`src/rtl/i2c_rf_pkg.sv`:
```
`timescale 1ns/1ps
package i2c_rf_pkg;
   localparam logic [3:0] TGT_HI   = 4'b0110;
   localparam logic [7:0] A_RDPTR  = 8'h00;
   localparam logic [7:0] A_RXF    = 8'h01;
   localparam logic [7:0] A_TXF    = 8'h02;
   localparam logic [7:0] A_FCTL   = 8'h03;
   localparam logic [7:0] A_MASK   = 8'h04;
   localparam logic [7:0] A_EVT    = 8'h05;
   localparam logic [7:0] A_ID     = 8'h7E;
   localparam logic [7:0] A_REV    = 8'h7F;
   localparam logic [7:0] ID_VAL   = 8'hB1;
   localparam logic [7:0] REV_VAL  = 8'h03;

   typedef enum logic [2:0] {
      LK_IDLE, LK_ADDR, LK_AACK, LK_WR, LK_WACK, LK_RD, LK_MACK
   } link_st_t;
endpackage

```
`src/rtl/i2c_line_sync.sv`:
```
`timescale 1ns/1ps
module i2c_line_sync #(
   parameter int STAGES = 2
) (
   input  logic clk,
   input  logic rst_n,
   input  logic scl_i,
   input  logic sda_i,
   output logic sda_s,
   output logic scl_rise,
   output logic scl_fall,
   output logic start_det,
   output logic stop_det
);
   if (STAGES < 2) begin : g_bad
      $error("i2c_line_sync: STAGES must be at least 2");
   end

   logic [STAGES-1:0] scl_chain, sda_chain;
   logic              scl_q, sda_q;

   for (genvar i = 0; i < STAGES; i++) begin : g_stage
      always_ff @(posedge clk or negedge rst_n) begin
         if (!rst_n) begin
            scl_chain[i] <= 1'b1;
            sda_chain[i] <= 1'b1;
         end else if (i == 0) begin
            scl_chain[i] <= scl_i;
            sda_chain[i] <= sda_i;
         end else begin
            scl_chain[i] <= scl_chain[i-1];
            sda_chain[i] <= sda_chain[i-1];
         end
      end
   end

   always_ff @(posedge clk or negedge rst_n) begin
      if (!rst_n) begin
         scl_q <= 1'b1;
         sda_q <= 1'b1;
      end else begin
         scl_q <= scl_chain[STAGES-1];
         sda_q <= sda_chain[STAGES-1];
      end
   end

   assign sda_s     = sda_chain[STAGES-1];
   assign scl_rise  = scl_chain[STAGES-1] & ~scl_q;
   assign scl_fall  = ~scl_chain[STAGES-1] & scl_q;
   assign start_det = scl_chain[STAGES-1] & scl_q & sda_q & ~sda_s;
   assign stop_det  = scl_chain[STAGES-1] & scl_q & ~sda_q & sda_s;
endmodule

```
`src/rtl/i2c_link.sv`:
```
`timescale 1ns/1ps
module i2c_link
   import i2c_rf_pkg::*;
(
   input  logic       clk,
   input  logic       rst_n,
   input  logic       scl_rise,
   input  logic       scl_fall,
   input  logic       start_det,
   input  logic       stop_det,
   input  logic       sda_in,
   input  logic [2:0] addr_pins,
   output logic       wr_stb,
   output logic [7:0] wr_byte,
   output logic       wr_first,
   input  logic       wr_accept,
   output logic       rd_stb,
   input  logic [7:0] rd_byte,
   output logic       sda_oe
);
   link_st_t   st;
   logic [3:0] cnt;
   logic [7:0] rx_sh, tx_sh;
   logic       rw, first, nack;
   logic [6:0] own_addr;

   assign own_addr = {TGT_HI, addr_pins};
   assign wr_byte  = rx_sh;
   assign wr_first = first;
   assign wr_stb   = (st == LK_WR) && scl_fall && (cnt == 4'd8);
   assign rd_stb   = ((st == LK_AACK) && rw && scl_fall) ||
                     ((st == LK_MACK) && scl_fall && !nack);

   always_ff @(posedge clk or negedge rst_n) begin
      if (!rst_n) begin
         st     <= LK_IDLE;
         cnt    <= '0;
         rx_sh  <= '0;
         tx_sh  <= '0;
         rw     <= 1'b0;
         first  <= 1'b0;
         nack   <= 1'b0;
         sda_oe <= 1'b0;
      end else if (start_det) begin
         st     <= LK_ADDR;
         cnt    <= '0;
         sda_oe <= 1'b0;
      end else if (stop_det) begin
         st     <= LK_IDLE;
         sda_oe <= 1'b0;
      end else begin
         case (st)
            LK_ADDR, LK_WR: begin
               if (scl_rise && cnt != 4'd8) begin
                  rx_sh <= {rx_sh[6:0], sda_in};
                  cnt   <= cnt + 4'd1;
               end else if (scl_fall && cnt == 4'd8) begin
                  if (st == LK_ADDR) begin
                     if (rx_sh[7:1] == own_addr) begin
                        rw     <= rx_sh[0];
                        first  <= 1'b1;
                        sda_oe <= 1'b1;
                        st     <= LK_AACK;
                     end else begin
                        st <= LK_IDLE;
                     end
                  end else begin
                     first  <= 1'b0;
                     sda_oe <= wr_accept;
                     st     <= LK_WACK;
                  end
               end
            end
            LK_AACK: begin
               if (scl_fall) begin
                  cnt <= '0;
                  if (rw) begin
                     tx_sh  <= rd_byte;
                     sda_oe <= ~rd_byte[7];
                     st     <= LK_RD;
                  end else begin
                     sda_oe <= 1'b0;
                     st     <= LK_WR;
                  end
               end
            end
            LK_WACK: begin
               if (scl_fall) begin
                  sda_oe <= 1'b0;
                  cnt    <= '0;
                  st     <= LK_WR;
               end
            end
            LK_RD: begin
               if (scl_fall) begin
                  if (cnt == 4'd7) begin
                     sda_oe <= 1'b0;
                     st     <= LK_MACK;
                  end else begin
                     tx_sh  <= {tx_sh[6:0], 1'b0};
                     sda_oe <= ~tx_sh[6];
                     cnt    <= cnt + 4'd1;
                  end
               end
            end
            LK_MACK: begin
               if (scl_rise) begin
                  nack <= sda_in;
               end else if (scl_fall) begin
                  cnt <= '0;
                  if (nack) begin
                     st <= LK_IDLE;
                  end else begin
                     tx_sh  <= rd_byte;
                     sda_oe <= ~rd_byte[7];
                     st     <= LK_RD;
                  end
               end
            end
            default: begin
               sda_oe <= 1'b0;
            end
         endcase
      end
   end

   // the line is never pulled while the link is idle
   p_idle_release_r12: assert property (@(posedge clk) disable iff (!rst_n)
      (st == LK_IDLE) |-> !sda_oe);

   // a foreign address leaves the bus released
   p_foreign_addr_r1: assert property (@(posedge clk) disable iff (!rst_n)
      (st == LK_ADDR && scl_fall && cnt == 4'd8 && !start_det && !stop_det &&
       rx_sh[7:1] != own_addr) |=> (!sda_oe && st == LK_IDLE));
endmodule

```
`src/rtl/byte_fifo.sv`:
```
`timescale 1ns/1ps
module byte_fifo #(
   parameter int WIDTH = 8,
   parameter int DEPTH = 128
) (
   input  logic             clk,
   input  logic             rst_n,
   input  logic             push,
   input  logic [WIDTH-1:0] push_data,
   input  logic             pop,
   input  logic             clr_rd,
   input  logic             clr_wr,
   output logic [WIDTH-1:0] head,
   output logic             full,
   output logic             empty
);
   localparam int AW = $clog2(DEPTH);
   localparam int CW = AW + 1;

   if (DEPTH < 2 || (1 << AW) != DEPTH) begin : g_bad
      $error("byte_fifo: DEPTH must be a power of two of at least 2");
   end

   logic [WIDTH-1:0] mem [DEPTH];
   logic [AW-1:0]    rd_p, wr_p, rd_n, wr_n;
   logic [CW-1:0]    cnt;
   logic             do_push, do_pop;

   assign full    = (cnt == CW'(DEPTH));
   assign empty   = (cnt == '0);
   assign do_push = push & ~full & ~clr_wr;
   assign do_pop  = pop & ~empty & ~clr_rd;
   assign head    = mem[rd_p];

   assign rd_n = clr_rd ? '0 : (do_pop  ? rd_p + AW'(1) : rd_p);
   assign wr_n = clr_wr ? '0 : (do_push ? wr_p + AW'(1) : wr_p);

   always_ff @(posedge clk) begin
      if (do_push) mem[wr_p] <= push_data;
   end

   always_ff @(posedge clk or negedge rst_n) begin
      if (!rst_n) begin
         rd_p <= '0;
         wr_p <= '0;
         cnt  <= '0;
      end else begin
         rd_p <= rd_n;
         wr_p <= wr_n;
         if (clr_rd || clr_wr)
            cnt <= {1'b0, AW'(wr_n - rd_n)};
         else
            cnt <= cnt + CW'(do_push) - CW'(do_pop);
      end
   end

   // nobody pushes into a full buffer
   p_no_overflow_r5: assert property (@(posedge clk) disable iff (!rst_n)
      full |-> !push);
endmodule

```
`src/rtl/i2c_regfifo_slave.sv`:
```
`timescale 1ns/1ps
module i2c_regfifo_slave
   import i2c_rf_pkg::*;
#(
   parameter int SYNC_STAGES = 2,
   parameter int FIFO_DEPTH  = 128,
   parameter int EVT_W       = 4
) (
   input  logic             clk,
   input  logic             rst_n,
   input  logic             scl_i,
   input  logic             sda_i,
   output logic             sda_oe,
   input  logic [2:0]       addr_pins,
   input  logic             rx_push,
   input  logic [7:0]       rx_data,
   output logic             rx_full,
   input  logic             tx_pop,
   output logic [7:0]       tx_data,
   output logic             tx_empty,
   input  logic [EVT_W-1:0] irq_event,
   output logic [EVT_W-1:0] irq_mask
);
   localparam logic [EVT_W-1:0] MASK_RST = EVT_W'(8);

   if (EVT_W < 4 || EVT_W > 8) begin : g_bad
      $error("i2c_regfifo_slave: EVT_W must lie in 4..8");
   end

   logic       sda_s, scl_rise, scl_fall, start_det, stop_det;
   logic       wr_stb, wr_first, wr_accept, rd_stb;
   logic [7:0] wr_byte, rd_byte;

   i2c_line_sync #(.STAGES(SYNC_STAGES)) u_sync (
      .clk(clk), .rst_n(rst_n), .scl_i(scl_i), .sda_i(sda_i),
      .sda_s(sda_s), .scl_rise(scl_rise), .scl_fall(scl_fall),
      .start_det(start_det), .stop_det(stop_det));

   i2c_link u_link (
      .clk(clk), .rst_n(rst_n), .scl_rise(scl_rise), .scl_fall(scl_fall),
      .start_det(start_det), .stop_det(stop_det), .sda_in(sda_s),
      .addr_pins(addr_pins), .wr_stb(wr_stb), .wr_byte(wr_byte),
      .wr_first(wr_first), .wr_accept(wr_accept), .rd_stb(rd_stb),
      .rd_byte(rd_byte), .sda_oe(sda_oe));

   logic [7:0]       sub_q, rdptr_q;
   logic [EVT_W-1:0] mask_q, evt_q;
   logic             reg_wr, tx_full, rx_empty, rx_pop;
   logic [7:0]       rx_head;
   logic             clr_rxr, clr_rxw, clr_txr, clr_txw, evt_clr;
   logic [2:0]       code;

   assign reg_wr    = wr_stb & ~wr_first;
   assign wr_accept = wr_first | ~((sub_q == A_TXF) & tx_full);
   assign code      = wr_byte[2:0];

   always_comb begin
      clr_rxr = 1'b0;
      clr_rxw = 1'b0;
      clr_txr = 1'b0;
      clr_txw = 1'b0;
      if (reg_wr && sub_q == A_FCTL) begin
         case (code)
            3'b001: clr_rxr = 1'b1;
            3'b010: clr_rxw = 1'b1;
            3'b011: clr_txr = 1'b1;
            3'b100: clr_txw = 1'b1;
            3'b111: begin
               clr_rxr = 1'b1;
               clr_rxw = 1'b1;
               clr_txr = 1'b1;
               clr_txw = 1'b1;
            end
            default: ;
         endcase
      end
   end

   byte_fifo #(.WIDTH(8), .DEPTH(FIFO_DEPTH)) u_txq (
      .clk(clk), .rst_n(rst_n),
      .push(reg_wr && sub_q == A_TXF && !tx_full), .push_data(wr_byte),
      .pop(tx_pop), .clr_rd(clr_txr), .clr_wr(clr_txw),
      .head(tx_data), .full(tx_full), .empty(tx_empty));

   byte_fifo #(.WIDTH(8), .DEPTH(FIFO_DEPTH)) u_rxq (
      .clk(clk), .rst_n(rst_n),
      .push(rx_push), .push_data(rx_data),
      .pop(rx_pop), .clr_rd(clr_rxr), .clr_wr(clr_rxw),
      .head(rx_head), .full(rx_full), .empty(rx_empty));

   assign rx_pop  = rd_stb & (rdptr_q == A_RXF) & ~rx_empty;
   assign evt_clr = rd_stb & (rdptr_q == A_EVT);

   always_comb begin
      case (rdptr_q)
         A_RDPTR: rd_byte = rdptr_q;
         A_RXF:   rd_byte = rx_empty ? 8'h00 : rx_head;
         A_MASK:  rd_byte = 8'(mask_q);
         A_EVT:   rd_byte = 8'(evt_q);
         A_ID:    rd_byte = ID_VAL;
         A_REV:   rd_byte = REV_VAL;
         default: rd_byte = 8'h00;
      endcase
   end

   always_ff @(posedge clk or negedge rst_n) begin
      if (!rst_n) begin
         sub_q   <= '0;
         rdptr_q <= '0;
         mask_q  <= MASK_RST;
         evt_q   <= '0;
      end else begin
         if (wr_stb) begin
            if (wr_first) begin
               sub_q <= wr_byte;
            end else if (wr_accept) begin
               if (sub_q != A_TXF) sub_q <= sub_q + 8'd1;
               if (sub_q == A_MASK) mask_q <= wr_byte[EVT_W-1:0];
            end
         end
         if (reg_wr && sub_q == A_RDPTR)
            rdptr_q <= wr_byte;
         else if (rd_stb && rdptr_q != A_RXF)
            rdptr_q <= rdptr_q + 8'd1;
         evt_q <= (evt_clr ? '0 : evt_q) | irq_event;
      end
   end

   assign irq_mask = mask_q;

   // a read of the event register empties it when nothing new arrives
   p_evt_clear_r8: assert property (@(posedge clk) disable iff (!rst_n)
      (evt_clr && irq_event == '0) |=> (evt_q == '0));

   // the pointer holds while it addresses the receive FIFO
   p_ptr_hold_r3: assert property (@(posedge clk) disable iff (!rst_n)
      (rd_stb && rdptr_q == A_RXF && !reg_wr) |=> (rdptr_q == A_RXF));

   // a byte offered to a full transmit FIFO is refused on the bus
   p_full_nack_r5: assert property (@(posedge clk) disable iff (!rst_n)
      (reg_wr && sub_q == A_TXF && tx_full) |=> !sda_oe);
endmodule

```
`config.mk`:
```
export PLATFORM = sky130hd
export DESIGN_NAME = i2c_regfifo_slave
export DESIGN_NICKNAME = d
export VERILOG_FILES = /design/src/rtl/i2c_rf_pkg.sv /design/src/rtl/i2c_line_sync.sv /design/src/rtl/i2c_link.sv /design/src/rtl/byte_fifo.sv /design/src/rtl/i2c_regfifo_slave.sv
export SDC_FILE = /design/constraint.sdc
export NUM_CORES = 2
export LEC_CHECK = 0
export CAP_MARGIN = 20
export CORE_MARGIN = 1.5
export CORE_UTILIZATION = 33
export DETAILED_ROUTE_END_ITERATION = 8
export GPL_TIMING_DRIVEN = 0
export PLACE_DENSITY_LB_ADDON = 0.1
export SLEW_MARGIN = 10
export SYNTH_ARGS = -nofsm -noshare
export SYNTH_HDL_FRONTEND = slang
export SYNTH_SLANG_ARGS = --single-unit
```
`constraint.sdc`:
```
create_clock -name clk -period 4.6 [get_ports clk]
set_input_delay 1.38 -clock clk [delete_from_list [all_inputs] [get_ports clk]]
set_output_delay 1.38 -clock clk [all_outputs]
set_load 0.03 [all_outputs]
```
== After elaboration in Yosys (flattened, before gate mapping) ==
Memory sizes are Yosys's and may differ from the RTL's.
Cells that the tools add are included.
Widths: inputs -> output; s select.
Storage, ports and cells
  flip-flop bits (word level): 100
  RAM bits: 2048
  bits of input ports: 21
  output and inout port bits: 15
  word-level logic and storage cells: 251
  memories kept: 2
Memory list
  u_rxq.mem: depth 128, width 8, read ports 1, clocked after Yosys merged registers in 0, write ports 1, RTL line byte_fifo.sv:24  | logic [WIDTH-1:0] mem [DEPTH];
  u_txq.mem: depth 128, width 8, read ports 1, clocked after Yosys merged registers in 0, write ports 1, RTL line byte_fifo.sv:24
Operators by class
  $add $sub $neg: 13
  eq/ne operators: 50
  muxes and demuxes: 77
  bitwise gates (word level): 41
  reduce and logical (&&, ||, !) cells: 44
Operator list (count)
  $mux 7: 15
  $mux 8: 8
  $pmux 8 s6: 1
  $mux 3: 13
  $logic_not 8->1: 4
  $mux 4: 8
  $add 7x1->7 const B: 4
  $mux 1: 27
  $eq 8x3->1 const B: 3
  $ne 4x3->1 const B: 6
  $pmux 7 s3: 1
  $and 1x1->1: 20
  $not 1->1: 19
  $reduce_and 9->1: 2
  $add 8x1->8: 2
  $add 8x1->8 const B: 2
  $eq 8x2->1 const B: 2
  $eq 8x7->1 const B: 2
  $eq 8x8->1 const B: 2
  $ne 4x4->1 const B: 4
  $pmux 4 s4: 1
  $sub 8x1->8: 2
  $eq 3x3->1 const B: 5
  $pmux 3 s5: 1
  other kinds (32): 71

== Longest topological paths before layout ==
  depth after elaboration: 13
  depth in mapped cells: 18
  depth with buffers taken out: 18

== Hierarchy ==
A second synthesis with hierarchy kept.
Unflattened totals
  cells, all modules: 4241
  area total of the unflattened synthesis: 86010.0 µm²
Modules (own cells, without submodules)
  byte_fifo at u_txq: times used 1, cells each 1978, area an instance 41385.9 µm², sequential area each 31300.0 µm²
  byte_fifo at u_rxq: times used 1, cells each 1922, area an instance 41287.1 µm², sequential area each 31300.0 µm²
  i2c_regfifo_slave: times used 1, cells each 176, area an instance 1635.3 µm², sequential area each 601.8 µm²
  i2c_link: times used 1, cells each 155, area an instance 1511.4 µm², sequential area each 650.6 µm²
  i2c_line_sync: times used 1, cells each 10, area an instance 190.2 µm², sequential area each 157.7 µm²

== Worst setup path after synthesis ==
No wires, ideal clock.
  path type: register to register
  from: register u_link.rx_sh[2], in the netlist u_link.wr_byte[2]
  to: register u_rxq.cnt[6]
  library setup time: 125 ps
  arrival time: 4566 ps
  required time: 4475 ps
  path slack: -90 ps
  cell stages (with the launch flop): 16
  buffers on the path: 2
  clock period less this slack: 4690 ps
  cell sequence: dfrtp_1 -> clkbuf_1 -> xnor2_1 -> and4_1 -> clkbuf_2 -> nor3_1 -> nand3_1 -> xor2_1 -> nor2_1 -> ha_1 -> a21oi_1 -> o21bai_1 -> a21oi_1 -> xnor2_1 -> xnor2_1 -> mux2_2
Between the ends
  cells in the longest elaborated chain, start to end: 10
  elaborated cells on any way between the ends: 22
  classes of those cells: add/sub (3); eq/ne (3); mux (9); bitwise (4); reduce/logical (3)
Ends and longest elaborated chain
  start: declaration: RTL line i2c_link.sv:23  | logic [7:0] rx_sh, tx_sh;
  start signal: assignment: RTL line i2c_link.sv:55  | rx_sh <= {rx_sh[6:0], sda_in};
  $eq 3x3->1 or $eq 3x2->1 (tied branches): RTL line i2c_regfifo_slave.sv:63  | case (code)
  $reduce_or 2->1 (no line) *
  $mux 1 *: RTL line i2c_regfifo_slave.sv:63
  $mux 1 *: RTL line i2c_regfifo_slave.sv:62  | if (reg_wr && sub_q == A_FCTL) begin
  $not 1->1: RTL line byte_fifo.sv:31  | assign do_push = push & ~full & ~clr_wr;
  $and 1x1->1: RTL line byte_fifo.sv:31
  $mux 7: RTL line byte_fifo.sv:36  | assign wr_n = clr_wr ? '0 : (do_push ? wr_p + AW'(1) : wr_p);
  $mux 7 *: RTL line byte_fifo.sv:36
  via u_rxq.wr_n[3]: RTL line byte_fifo.sv:25  | logic [AW-1:0] rd_p, wr_p, rd_n, wr_n;
  $sub 7x7->7 *: RTL line byte_fifo.sv:51  | cnt <= {1'b0, AW'(wr_n - rd_n)};
  $mux 8 *: RTL line byte_fifo.sv:50  | if (clr_rd || clr_wr)
  end signal: assignment: RTL line byte_fifo.sv:51
  end signal: assignment: RTL line byte_fifo.sv:53  | cnt <= cnt + CW'(do_push) - CW'(do_pop);
  end: declaration: RTL line byte_fifo.sv:26  | logic [CW-1:0] cnt;
The timed path passes the listed nets; every way through them passes the cells marked *.
A chain may end at the register's enable or synchronous reset.

== Worst setup path in the final report ==
  from: register u_txq.rd_p[0]
  to: output port tx_data[1]
Between the ends
  cells in the longest elaborated chain, start to end: 1
Ends and longest elaborated chain
  start: declaration: RTL line byte_fifo.sv:25
  start signal: assignment: RTL line byte_fifo.sv:48  | rd_p <= rd_n;
  $mem_v2 128x8
  end: declaration: RTL line i2c_regfifo_slave.sv:19  | output logic [7:0] tx_data,
Every way passes these cells.

==> impl_metrics.json <==
{
  "finClkSkew_ns": 0.07820,
  "gr-total-overflow": 0,
  "min_period_ns": 5.442,
  "cp_slowest_cell": "mux4_2",
  "syn_avg_cell_area_sq_um": 20.42,
  "p_sw_share_pct": 30.39,
  "min_from": "u_sync.sda_chain[0]",
  "hpwl_microns": 178600,
  "yosysWarnings": 0,
  "p_leak_uw": 0.03116,
  "synth.net_count": 4269,
  "arrival_ns": 4.06,
  "row_count": 186,
  "area_growth_pct": 16.40,
  "nFillCells": 23340,
  "cp_top_family": "multiplexers",
  "total_power_uw": 54910,
  "die_w_microns": 512.5,
  "max_freq_ghz": 0.1838,
  "final.setup.worst_slack_ns": -0.8416,
  "async_flop_share_pct": 4.655,
  "ys_ff_latch": 2148,
  "crit_type": "reg2out",
  "drive_gt1_share_pct": 25.26,
  "finalCritPeriodShare_pct": 118.3,
  "timing.hold.ws_ns": 0.3562,
  "firstDrtPassIters": 5,
  "timing.critical_path.buf_inv": 4,
  "rsz0062_at_grt": "yes",
  "violations": "negative setup slack",
  "cts.path.max_buffers": 3,
  "synth_cell_types": 72,
  "gp_congestion": 0.8114,
  "multi_input_area_sq_um": 20480,
  "drt-initial-drc-count": 4373,
  "syn_inst": 4195,
  "dieHeight_microns": 512.5,
  "timing.max_cap.violations": 0,
  "synthFlopType": "edfxtp_1",
  "slew_headroom_pct": 15.76,
  "cts_tree": "built",
  "worst_slew_pin_slew_ns": 1.232,
  "power.density_nw_per_um2": 550.6,
  "antenna_found_initial": 4,
  "yosysSeqAreaShare_pct": 74.72,
  "vias_per_cell": 5.295,
  "crit_path_end_kind": "output pin",
  "ir_worst_vdd_mv": 0.4015,
  "detail-route-antenna-nets": 0,
  "path_max_fanout": 6,
  "p_switching_uw": 16690,
  "layout_commonest_cell": "edfxtp_1",
  "report.final.hold_viol_count": 0,
  "nets": 4609,
  "grt_use_total_pct": 20.25,
  "fp.dieArea_sq_um": 262700,
  "syn_area_sq_um": 85670,
  "htree_levels": 4,
  "final_area_sq_um": 99720,
  "seqPwrFrac_pct": 42.0,
  "totalWireLength_microns": 268800,
  "rr_startpoint": "u_rxq.rd_p[1]",
  "start_kind": "flip-flop",
  "root_buffer": "clkbuf_16",
  "slowest_delay_ns": 0.57,
  "setup-violations-final": 9,
  "grt_pass1_vias": 43830,
  "wl_per_cell_microns": 33.13,
  "start_util_pct": 33.28,
  "grt_max_degree": 105,
  "clk_latency_ns": 0.89,
  "io_buffers": 35,
  "holdBufCountCts": 0,
  "place_area_sq_um": 91500,
  "path_clk_slew_ns": 0.06,
  "cts_buffers": 231,
  "pwr-share-clk_pct": 32.4,
  "clock-sinks": 2148,
  "vias": 42960,
  "crit_path_frequent_cell": "mux4_2",
  "regArea_sq_um": 64040,
  "grt_pass1_wl_microns": 368300,
  "worstPathCellList": "buf_12 > buf_16 > clkbuf_16 > mux4_2 > mux4_2 > mux4_2 > mux2_4 > buf_6",
  "synth_edf_count": 2048,
  "critPathRequiredTime_ns": 3.22,
  "run_status": "complete, but fails checks",
  "final_max_slew_viol_count": 0,
  "coreArea_sq_um": 257400,
  "pin_count": 36,
  "route.detailed.drc": 0,
  "intPower_uw": 38220,
  "layout_common_cells": "2048 x edfxtp_1, 571 x mux4_2, 298 x nor2_1",
  "min_path_type": "reg2reg",
  "combinationalPowerShare_pct": 25.6,
  "startpoint": "u_txq.rd_p[0]"
}
through the flow:
| step | setup TNS [ns] | worst slack (ns) | instances | utilization, % |
|---|---|---|---|---|
| 3_3_place_gp | -7887.37 | -3.583 | 7614 | 35.07 |
| 6_report | -6.663 | -0.8416 | 8112 | 38.74 |
| 3_5_place_dp | -270.41 | -1.867 | 7671 | 35.55 |
| 4_1_cts | -7.380 | -0.9304 | 8094 | 38.54 |
| 5_1_grt | -7.028 | -0.8911 | 8108 | 38.74 |
| 2_1_floorplan | 0 | 0.06847 | 4195 | - |
sequential cells by signal, summed over array words and instances, names as in the netlist, 2 cells and up:
signal            flops
u_link.st             3
u_link.cnt            4
u_link.wr_byte        8
u_txq.cnt             8
u_rxq.cnt             8
u_link.tx_sh          7
rdptr_q               8
sub_q                 8
u_txq.wr_p            7
u_txq.rd_p            7
u_rxq.wr_p            7
irq_mask              4
u_rxq.rd_p            7
evt_q                 4
u_sync.scl_chain      2
u_txq.mem          1024
u_rxq.mem          1024
Yosys cell counts, types with 17 or more instances:
cell / number / share of area [%]
ha_1: 49 / 0.72
edfxtp_1: 2048 / 72
buf_6: 19 / 0.25
mux4_2: 571 / 15
nand3_1: 51 / 0.30
xnor2_1: 31 / 0.32
mux2i_1: 116 / 1.4
nor2_1: 318 / 1.4
o21ai_0: 57 / 0.33
a22oi_1: 25 / 0.22
buf_2: 43 / 0.25
clkbuf_1: 120 / 0.53
xor2_1: 21 / 0.21
dfrtp_1: 93 / 2.7
buf_4: 17 / 0.15
a21oi_1: 60 / 0.35
a221oi_1: 18 / 0.18
nor2b_1: 21 / 0.15
buf_1: 19 / 0.083
mux2_2: 26 / 0.34
inv_1: 69 / 0.30
nor3_1: 24 / 0.14
nand2_1: 143 / 0.63
final timing paths:
path | to | slack, ns | cells past startpoint
min in group asynchronous | u_link.wr_first | 0.41 | 1
min reg2reg | u_sync.sda_s | 0.36 | 0
max in group asynchronous | u_txq.cnt[2] | 3.49 | 2
max reg2reg | u_link.tx_sh[4] | -0.06 | 10
min | u_sync.sda_s | 0.36 | 0
max | tx_data[1] | -0.84 | 8
worst reg2reg max path: cells and delay by family, from the launching register on:
kind | cells | cell delay (ns)
DFF | 1 | 0.37
buffers and inverters | 5 | 2.24
AOI/OAI and AO/OA | 3 | 1.46
muxes | 1 | 0.41
and+or+nand+nor | 1 | 0.05
cell type report:
class | instances | share of cell area [%]
well taps | 3384 | 4.246
multi-input cells | 1757 | 20.54
clock buffers | 287 | 6.018
inverters | 71 | 0.2673
clock inverters | 134 | 1.179
repair buffers | 112 | 1.863
flip-flops and latches | 2148 | 64.22
diodes | 5 | 0.01255
plain buffers | 214 | 1.651
power groups by stage:
stage	Combinational (uW)	Sequential (uW)	Clock, uW
final	14100	23000	17800
after global routing	14800	23100	18900
after CTS	13800	23000	18200
after detailed placement	13300	23500	0
after global placement	12400	24300	0
after floorplan	7460	23500	0
per-layer routing:
| metal | global-route usage (%) | share of wire, % | wire length, microns |
|---|---|---|---|
| met2 | 34.63 | 50 | 135500 |
| met3 | 3.049 | 4.4 | 11880 |
| met1 | 26.74 | 42 | 113400 |
| met4 | 5.640 | 3.0 | 7951 |
| met5 | 0 | 0.0048 | 13 |
cells by family (layout without fill, tap and decap cells):
group	after synthesis	count (layout)	synth area share [%]
other cells	0	5	0
buf+inv	290	818	1.576
simple gates	659	659	3.441
fa+ha+maj	53	53	0.8091
xor+xnor	52	52	0.5316
flops	2148	2148	74.72
mux	713	713	16.71
compound gates	280	280	2.220
what timing repair did:
action                                  CTS  global route
gates cloned                              1             8
endpoints found under the setup margin  139           691
setup buffers                             3             5
resized for setup                       209            79
endpoints found under the hold margin     0             0
No activity file was read; power rests on OpenSTA's default activity.
